File: config.mk
export PLATFORM = sky130hd
export DESIGN_NAME = tim_trig_meter
export DESIGN_NICKNAME = d
export VERILOG_FILES = /design/src/rtl/tim_meter_pkg.sv /design/src/rtl/tim_trig_merge.sv /design/src/rtl/tim_sat_counter.sv /design/src/rtl/tim_capture.sv /design/src/rtl/tim_ctrl_fsm.sv /design/src/rtl/tim_trig_meter.sv
export SDC_FILE = /design/constraint.sdc
export NUM_CORES = 1
export LEC_CHECK = 0
export CORE_ASPECT_RATIO = 0.6
export CORE_MARGIN = 2
export CORE_UTILIZATION = 35
export DETAILED_ROUTE_END_ITERATION = 16
export PLACE_DENSITY = 0.54
export SKIP_CTS_REPAIR_TIMING = 1
export SYNTH_ARGS = -nofsm -noshare
export SYNTH_HDL_FRONTEND = slang
export SYNTH_SLANG_ARGS = --single-unit
File: constraint.sdc
create_clock -name clk -period 2.02 [get_ports clk]
set_clock_uncertainty 0.15 [all_clocks]
set_input_delay 0.404 -clock clk [delete_from_list [all_inputs] [get_ports clk]]
set_output_delay 0.404 -clock clk [all_outputs]
set_load 0.005 [all_outputs]
File: src/rtl/tim_meter_pkg.sv
package tim_meter_pkg;

    typedef enum logic [1:0] {
        ST_OFF  = 2'd0,
        ST_RUN  = 2'd1,
        ST_FULL = 2'd2
    } meas_state_e;

endpackage

File: src/rtl/tim_trig_merge.sv
module tim_trig_merge #(
    parameter int N_TRIG = 2
) (
    input  logic              en,
    input  logic [N_TRIG-1:0] trig,
    output logic              fire
);

    logic [N_TRIG:0] any_chain;

    assign any_chain[0] = 1'b0;

    generate
        for (genvar g = 0; g < N_TRIG; g++) begin : g_or
            assign any_chain[g+1] = any_chain[g] | trig[g];
        end
    endgenerate

    // Triggers are ignored unless measurement is enabled
    assign fire = en & any_chain[N_TRIG];

endmodule

File: src/rtl/tim_sat_counter.sv
module tim_sat_counter #(
    parameter int CNT_W = 10
) (
    input  logic             clk,
    input  logic             rst_n,
    input  logic             clr,
    input  logic             inc,
    output logic [CNT_W-1:0] count,
    output logic             near_max,
    output logic             at_max
);

    localparam logic [CNT_W-1:0] CNT_MAX  = '1;
    localparam logic [CNT_W-1:0] CNT_LAST = CNT_MAX - 1'b1;

    always_ff @(posedge clk) begin
        if (!rst_n) begin
            count <= '0;
        end else if (clr) begin
            count <= '0;
        end else if (inc && (count != CNT_MAX)) begin
            count <= count + 1'b1;
        end
    end

    assign near_max = (count == CNT_LAST);
    assign at_max   = (count == CNT_MAX);

    AST_NO_WRAP: assert property (@(posedge clk) disable iff (!rst_n)
        (at_max && !clr) |=> at_max);

    AST_INC_STEP: assert property (@(posedge clk) disable iff (!rst_n)
        (inc && !clr && !at_max) |=> (count == $past(count) + 1'b1));

    AST_HOLD_IDLE: assert property (@(posedge clk) disable iff (!rst_n)
        (!inc && !clr) |=> $stable(count));

endmodule

File: src/rtl/tim_capture.sv
module tim_capture #(
    parameter int CNT_W = 10
) (
    input  logic             clk,
    input  logic             rst_n,
    input  logic             fire,
    input  logic [CNT_W-1:0] count,
    output logic [CNT_W-1:0] cap_value,
    output logic             cap_valid
);

    always_ff @(posedge clk) begin
        if (!rst_n) begin
            cap_value <= '0;
            cap_valid <= 1'b0;
        end else begin
            cap_valid <= fire;
            if (fire) begin
                cap_value <= count;
            end
        end
    end

    AST_CAPTURE_VALUE: assert property (@(posedge clk) disable iff (!rst_n)
        fire |=> (cap_value == $past(count)));

    AST_CAP_HOLD: assert property (@(posedge clk) disable iff (!rst_n)
        !fire |=> $stable(cap_value));

endmodule

File: src/rtl/tim_ctrl_fsm.sv
module tim_ctrl_fsm
    import tim_meter_pkg::*;
(
    input  logic        clk,
    input  logic        rst_n,
    input  logic        en,
    input  logic        tick,
    input  logic        fire,
    input  logic        near_max,
    output logic        cnt_clr,
    output logic        cnt_inc,
    output logic        shift_evt,
    output meas_state_e state_o
);

    meas_state_e state_q, state_d;

    // State register
    always_ff @(posedge clk) begin
        if (!rst_n) begin
            state_q <= ST_OFF;
        end else begin
            state_q <= state_d;
        end
    end

    // Next-state logic
    always_comb begin
        state_d = state_q;
        unique case (state_q)
            ST_OFF: begin
                if (en) begin
                    if (!fire && tick && near_max) state_d = ST_FULL;
                    else                           state_d = ST_RUN;
                end
            end
            ST_RUN: begin
                if (!en)                       state_d = ST_OFF;
                else if (fire)                 state_d = ST_RUN;
                else if (tick && near_max)     state_d = ST_FULL;
            end
            ST_FULL: begin
                if (!en)       state_d = ST_OFF;
                else if (fire) state_d = ST_RUN;
            end
            default: state_d = ST_OFF;
        endcase
    end

    // Counter controls: a trigger wins over a tick in the same cycle
    assign cnt_clr = !en || fire;
    assign cnt_inc = en && tick && !fire && (state_q != ST_FULL);

    // Output register
    always_ff @(posedge clk) begin
        if (!rst_n) begin
            shift_evt <= 1'b0;
        end else begin
            shift_evt <= fire;
        end
    end

    assign state_o = state_q;

    AST_OFF_WHEN_DISABLED: assert property (@(posedge clk) disable iff (!rst_n)
        !en |=> (state_q == ST_OFF));

    AST_FIRE_RESUMES: assert property (@(posedge clk) disable iff (!rst_n)
        fire |=> (state_q == ST_RUN));

endmodule

File: src/rtl/tim_trig_meter.sv
module tim_trig_meter
    import tim_meter_pkg::*;
#(
    parameter int CNT_W = 10
) (
    input  logic             clk,
    input  logic             rst_n,
    input  logic             meas_en,
    input  logic             rate_tick,
    input  logic             trig_a,
    input  logic             trig_b,
    output logic [CNT_W-1:0] cap_value,
    output logic             cap_valid,
    output logic             shift_evt
);

    localparam int N_TRIG = 2;

    logic             fire;
    logic             cnt_clr;
    logic             cnt_inc;
    logic             near_max;
    logic             at_max;
    logic [CNT_W-1:0] count;
    meas_state_e      state;

    tim_trig_merge #(.N_TRIG(N_TRIG)) i_merge (
        .en   (meas_en),
        .trig ({trig_b, trig_a}),
        .fire (fire)
    );

    tim_ctrl_fsm i_fsm (
        .clk       (clk),
        .rst_n     (rst_n),
        .en        (meas_en),
        .tick      (rate_tick),
        .fire      (fire),
        .near_max  (near_max),
        .cnt_clr   (cnt_clr),
        .cnt_inc   (cnt_inc),
        .shift_evt (shift_evt),
        .state_o   (state)
    );

    tim_sat_counter #(.CNT_W(CNT_W)) i_counter (
        .clk      (clk),
        .rst_n    (rst_n),
        .clr      (cnt_clr),
        .inc      (cnt_inc),
        .count    (count),
        .near_max (near_max),
        .at_max   (at_max)
    );

    tim_capture #(.CNT_W(CNT_W)) i_capture (
        .clk       (clk),
        .rst_n     (rst_n),
        .fire      (fire),
        .count     (count),
        .cap_value (cap_value),
        .cap_valid (cap_valid)
    );

    AST_PULSE_PAIR: assert property (@(posedge clk) disable iff (!rst_n)
        cap_valid == shift_evt);

    AST_FULL_TRACKS_MAX: assert property (@(posedge clk) disable iff (!rst_n)
        (state == ST_FULL) == at_max);

    AST_CLEAR_ON_FIRE: assert property (@(posedge clk) disable iff (!rst_n)
        fire |=> (count == '0));

    AST_DISABLE_CLEARS: assert property (@(posedge clk) disable iff (!rst_n)
        !meas_en |=> ((count == '0) && !cap_valid && !shift_evt));

    AST_TICK_LOST_ON_FIRE: assert property (@(posedge clk) disable iff (!rst_n)
        (fire && rate_tick) |=> (cap_value == $past(count)));

endmodule

==> impl_metrics.json <==
{
  "grt_usage_pct": 15.54,
  "crit_end": "i_counter.count[3]$_SDFFE_PP0P_",
  "root_buffer": "clkbuf_8",
  "final_util_pct": 48.33,
  "async_flop_share_pct": 0,
  "fin_area_um2": 1415,
  "synthTopCellsByCount": "dfxtp_1, mux2i_1, nor2b_1",
  "place.gp.congestion": 0.8430,
  "max_slew_margin_pct": 71.18,
  "cp.required_ns": 2.04,
  "worst_slack_ns": 0.1051,
  "grt_pass1_vias": 839,
  "grt-ovfl-total": 0,
  "r2r-start": "i_counter.count[2]$_SDFFE_PP0P_",
  "vias": 923,
  "vias_per_cell": 4.962,
  "hp-class": "reg -> reg",
  "yosysTopAreaCell": "dfxtp_1",
  "synth_seq_cells": 23,
  "power.internal_uw": 628.2,
  "fin_crit_sh_pct": 94.80,
  "nets": 153,
  "rows": 15,
  "insertion_delay_ns": 0.26,
  "diodes": 0,
  "cp-start-kind": "input pin",
  "dieArea_um2": 3594,
  "grt_antenna_before_repair": 0,
  "cts_tree": "built",
  "critical_path.startpoint": "meas_en",
  "h-tree-depth": 1,
  "clk_path_buf_depth": 2,
  "syn-num-nets": 124,
  "p_leak_uw": 0.0005216,
  "grt_pass1_wl_um": 4146,
  "arrival_ns": 1.93,
  "end_kind": "flip-flop",
  "netlist_instances": 116,
  "postPlaceCellArea_um2": 1369,
  "layout_min_cycle_time_ns": 1.915,
  "wirelength_um": 2492,
  "die_y_um": 47.25,
  "initial_core_util_pct": 37.26,
  "synth_top_flop_cell": "dfxtp_1",
  "synth.top_cell.area_share_pct": 42.20,
  "drv_slew": 0,
  "rsz0062_at_grt": "no",
  "fill_cells": 303,
  "ant_nets": 0,
  "drive_gt1_share_pct": 18.75,
  "reg2reg_setup_slack_ns": 0.17,
  "path_max_fanout": 4,
  "power_density_nw_per_um2": 569.8,
  "placed_cells": 182,
  "p_comb_share_pct": 7.6,
  "dpl_worst_slack_ns": -0.1675,
  "setup-violations-final": 0,
  "ir_worst_vdd_mv": 0.2519,
  "worst_slew_pin_slew_ns": 0.4283,
  "worstRegToRegCells": 4,
  "synth.area.top_cells": "dfxtp_1, mux2i_1, nor2b_1, a21oi_1, nand3_1",
  "die_x_um": 76.08,
  "dp_hpwl_um": 1870,
  "seq_power_share_pct": 56.6,
  "cap_viol_max_count": 0,
  "ys_seq_area_share_pct": 42.20,
  "power.switching_uw": 178.1,
  "wl_per_cell_um": 13.40,
  "area.growth.synth_to_final_pct": 29.70,
  "clockPowerShare_pct": 35.8,
  "synth_most_common_cell": "dfxtp_1",
  "finalHoldViolCount": 0,
  "cts_buffers": 3,
  "pin_count": 18,
  "stdcell_count": 186,
  "ys_warn_count": 0,
  "synth_edf_count": 0,
  "syn_area_per_cell_um2": 9.406,
  "core_area_um2": 2928,
  "netSwitchingFraction_pct": 22.09,
  "cts_sinks": 23,
  "firstDrtPassIters": 4,
  "io_buffer_count": 17,
  "status": "complete, no violations",
  "syn-cell-area_um2": 1091,
  "timing_worst_setup_path_type": "in -> reg",
  "cts.clk_slew.worst_paths_ns": 0.08,
  "ys_types": 35,
  "fmax_ghz": 0.5222,
  "drc": 0,
  "drt_iter0_markers": 94,
  "grt_max_degree": 14,
  "rr_endpoint": "i_counter.count[9]$_SDFFE_PP0P_"
}
[worst max-delay path: stages]
cell             delay (ns)
clkdlybuf4s50_1        0.50
and2_1                 0.18
nand3_1                0.16
buf_4                  0.19
o31a_2                 0.33
o21a_1                 0.18
[worst min path at each step]
stage	startpoint	to	cells past startpoint
3_3_place_gp	i_capture.cap_value[0]$_SDFFE_PN0P_	i_capture.cap_value[0]$_SDFFE_PN0P_	2
6_report	i_capture.cap_value[0]$_SDFFE_PN0P_	i_capture.cap_value[0]$_SDFFE_PN0P_	2
2_1_floorplan	i_counter.count[9]$_SDFFE_PP0P_	i_counter.count[9]$_SDFFE_PP0P_	2
5_1_grt	i_counter.count[8]$_SDFFE_PP0P_	i_counter.count[8]$_SDFFE_PP0P_	2
3_5_place_dp	i_capture.cap_value[0]$_SDFFE_PN0P_	i_capture.cap_value[0]$_SDFFE_PN0P_	2
4_1_cts	i_counter.count[9]$_SDFFE_PP0P_	i_counter.count[9]$_SDFFE_PP0P_	2
[sequential cells by signal (all words and copies together), names as in the netlist]
register / count
i_fsm.state_o: 2
i_capture.cap_value: 10
i_counter.count: 10
i_fsm.shift_evt: 1
[cells by family (layout without fill, tap and decap cells)]
family | after synthesis | in the layout | synth area share (%)
compound gates | 21 | 21 | 12.61
buf+inv | 8 | 36 | 4.587
flops | 23 | 23 | 42.20
fa+ha+maj | 2 | 2 | 2.293
simple gates | 52 | 52 | 29.13
mux | 10 | 10 | 9.175
[through the flow]
stage	hold WS (ns)	total power [uW]	setup TNS [ns]
floorplan	0.3216	493.5	0
global placement	0.3375	527.9	-0.8418
detailed placement	0.3516	529.2	-0.9069
CTS	0.3711	814.4	0
global route	0.3945	844.1	0
finish	0.3632	806.3	0
[power by group through the flow]
stage	logic (uW)	clock network [uW]	registers, uW
3_3_place_gp	60.9	0	467
4_1_cts	62.2	296	456
2_1_floorplan	26.5	0	467
5_1_grt	66.5	321	457
3_5_place_dp	62.0	0	467
6_report	61.5	288	456
[cell type report]
cell class	instances	area [um2]	share of cell area (%)
Clock buffer	3	41.29	2.918
Clock inverter	1	5.005	0.3537
Inverter	2	7.507	0.5305
Multi-Input combinational cell	85	580.6	41.03
Sequential cell	23	460.4	32.54
Tap cell	42	52.55	3.714
Timing Repair Buffer	30	267.8	18.92
[cell usage in the layout, fill, tap and decap left out, types with 2 or more instances in the layout]
| cell type | instances |
|---|---|
| dfxtp_1 | 23 |
| clkdlybuf4s50_1 | 17 |
| buf_4 | 13 |
| mux2i_1 | 10 |
| nor2b_1 | 10 |
| a21oi_1 | 9 |
| nand3_1 | 6 |
| nand2_1 | 5 |
| nor2_1 | 4 |
| or2_2 | 4 |
| nand4_1 | 4 |
| o21a_1 | 4 |
| or4_1 | 3 |
| nor4_1 | 3 |
| clkbuf_8 | 3 |
| inv_1 | 2 |
| o31ai_1 | 2 |
| nor3_1 | 2 |
| and3_1 | 2 |
| ha_1 | 2 |
[routing by layer]
metal  routed length, um  share of wire (%)  vias up  track usage [%]
met5                   0                  0        -                0
met4                  20               0.80        0            4.364
met3                  98                3.9        2            4.615
met2                 994                 40       19            23.57
met1                1379                 55      421            21.90
li1                    -                  -      481                -
No activity file was read; power rests on OpenSTA's default activity.
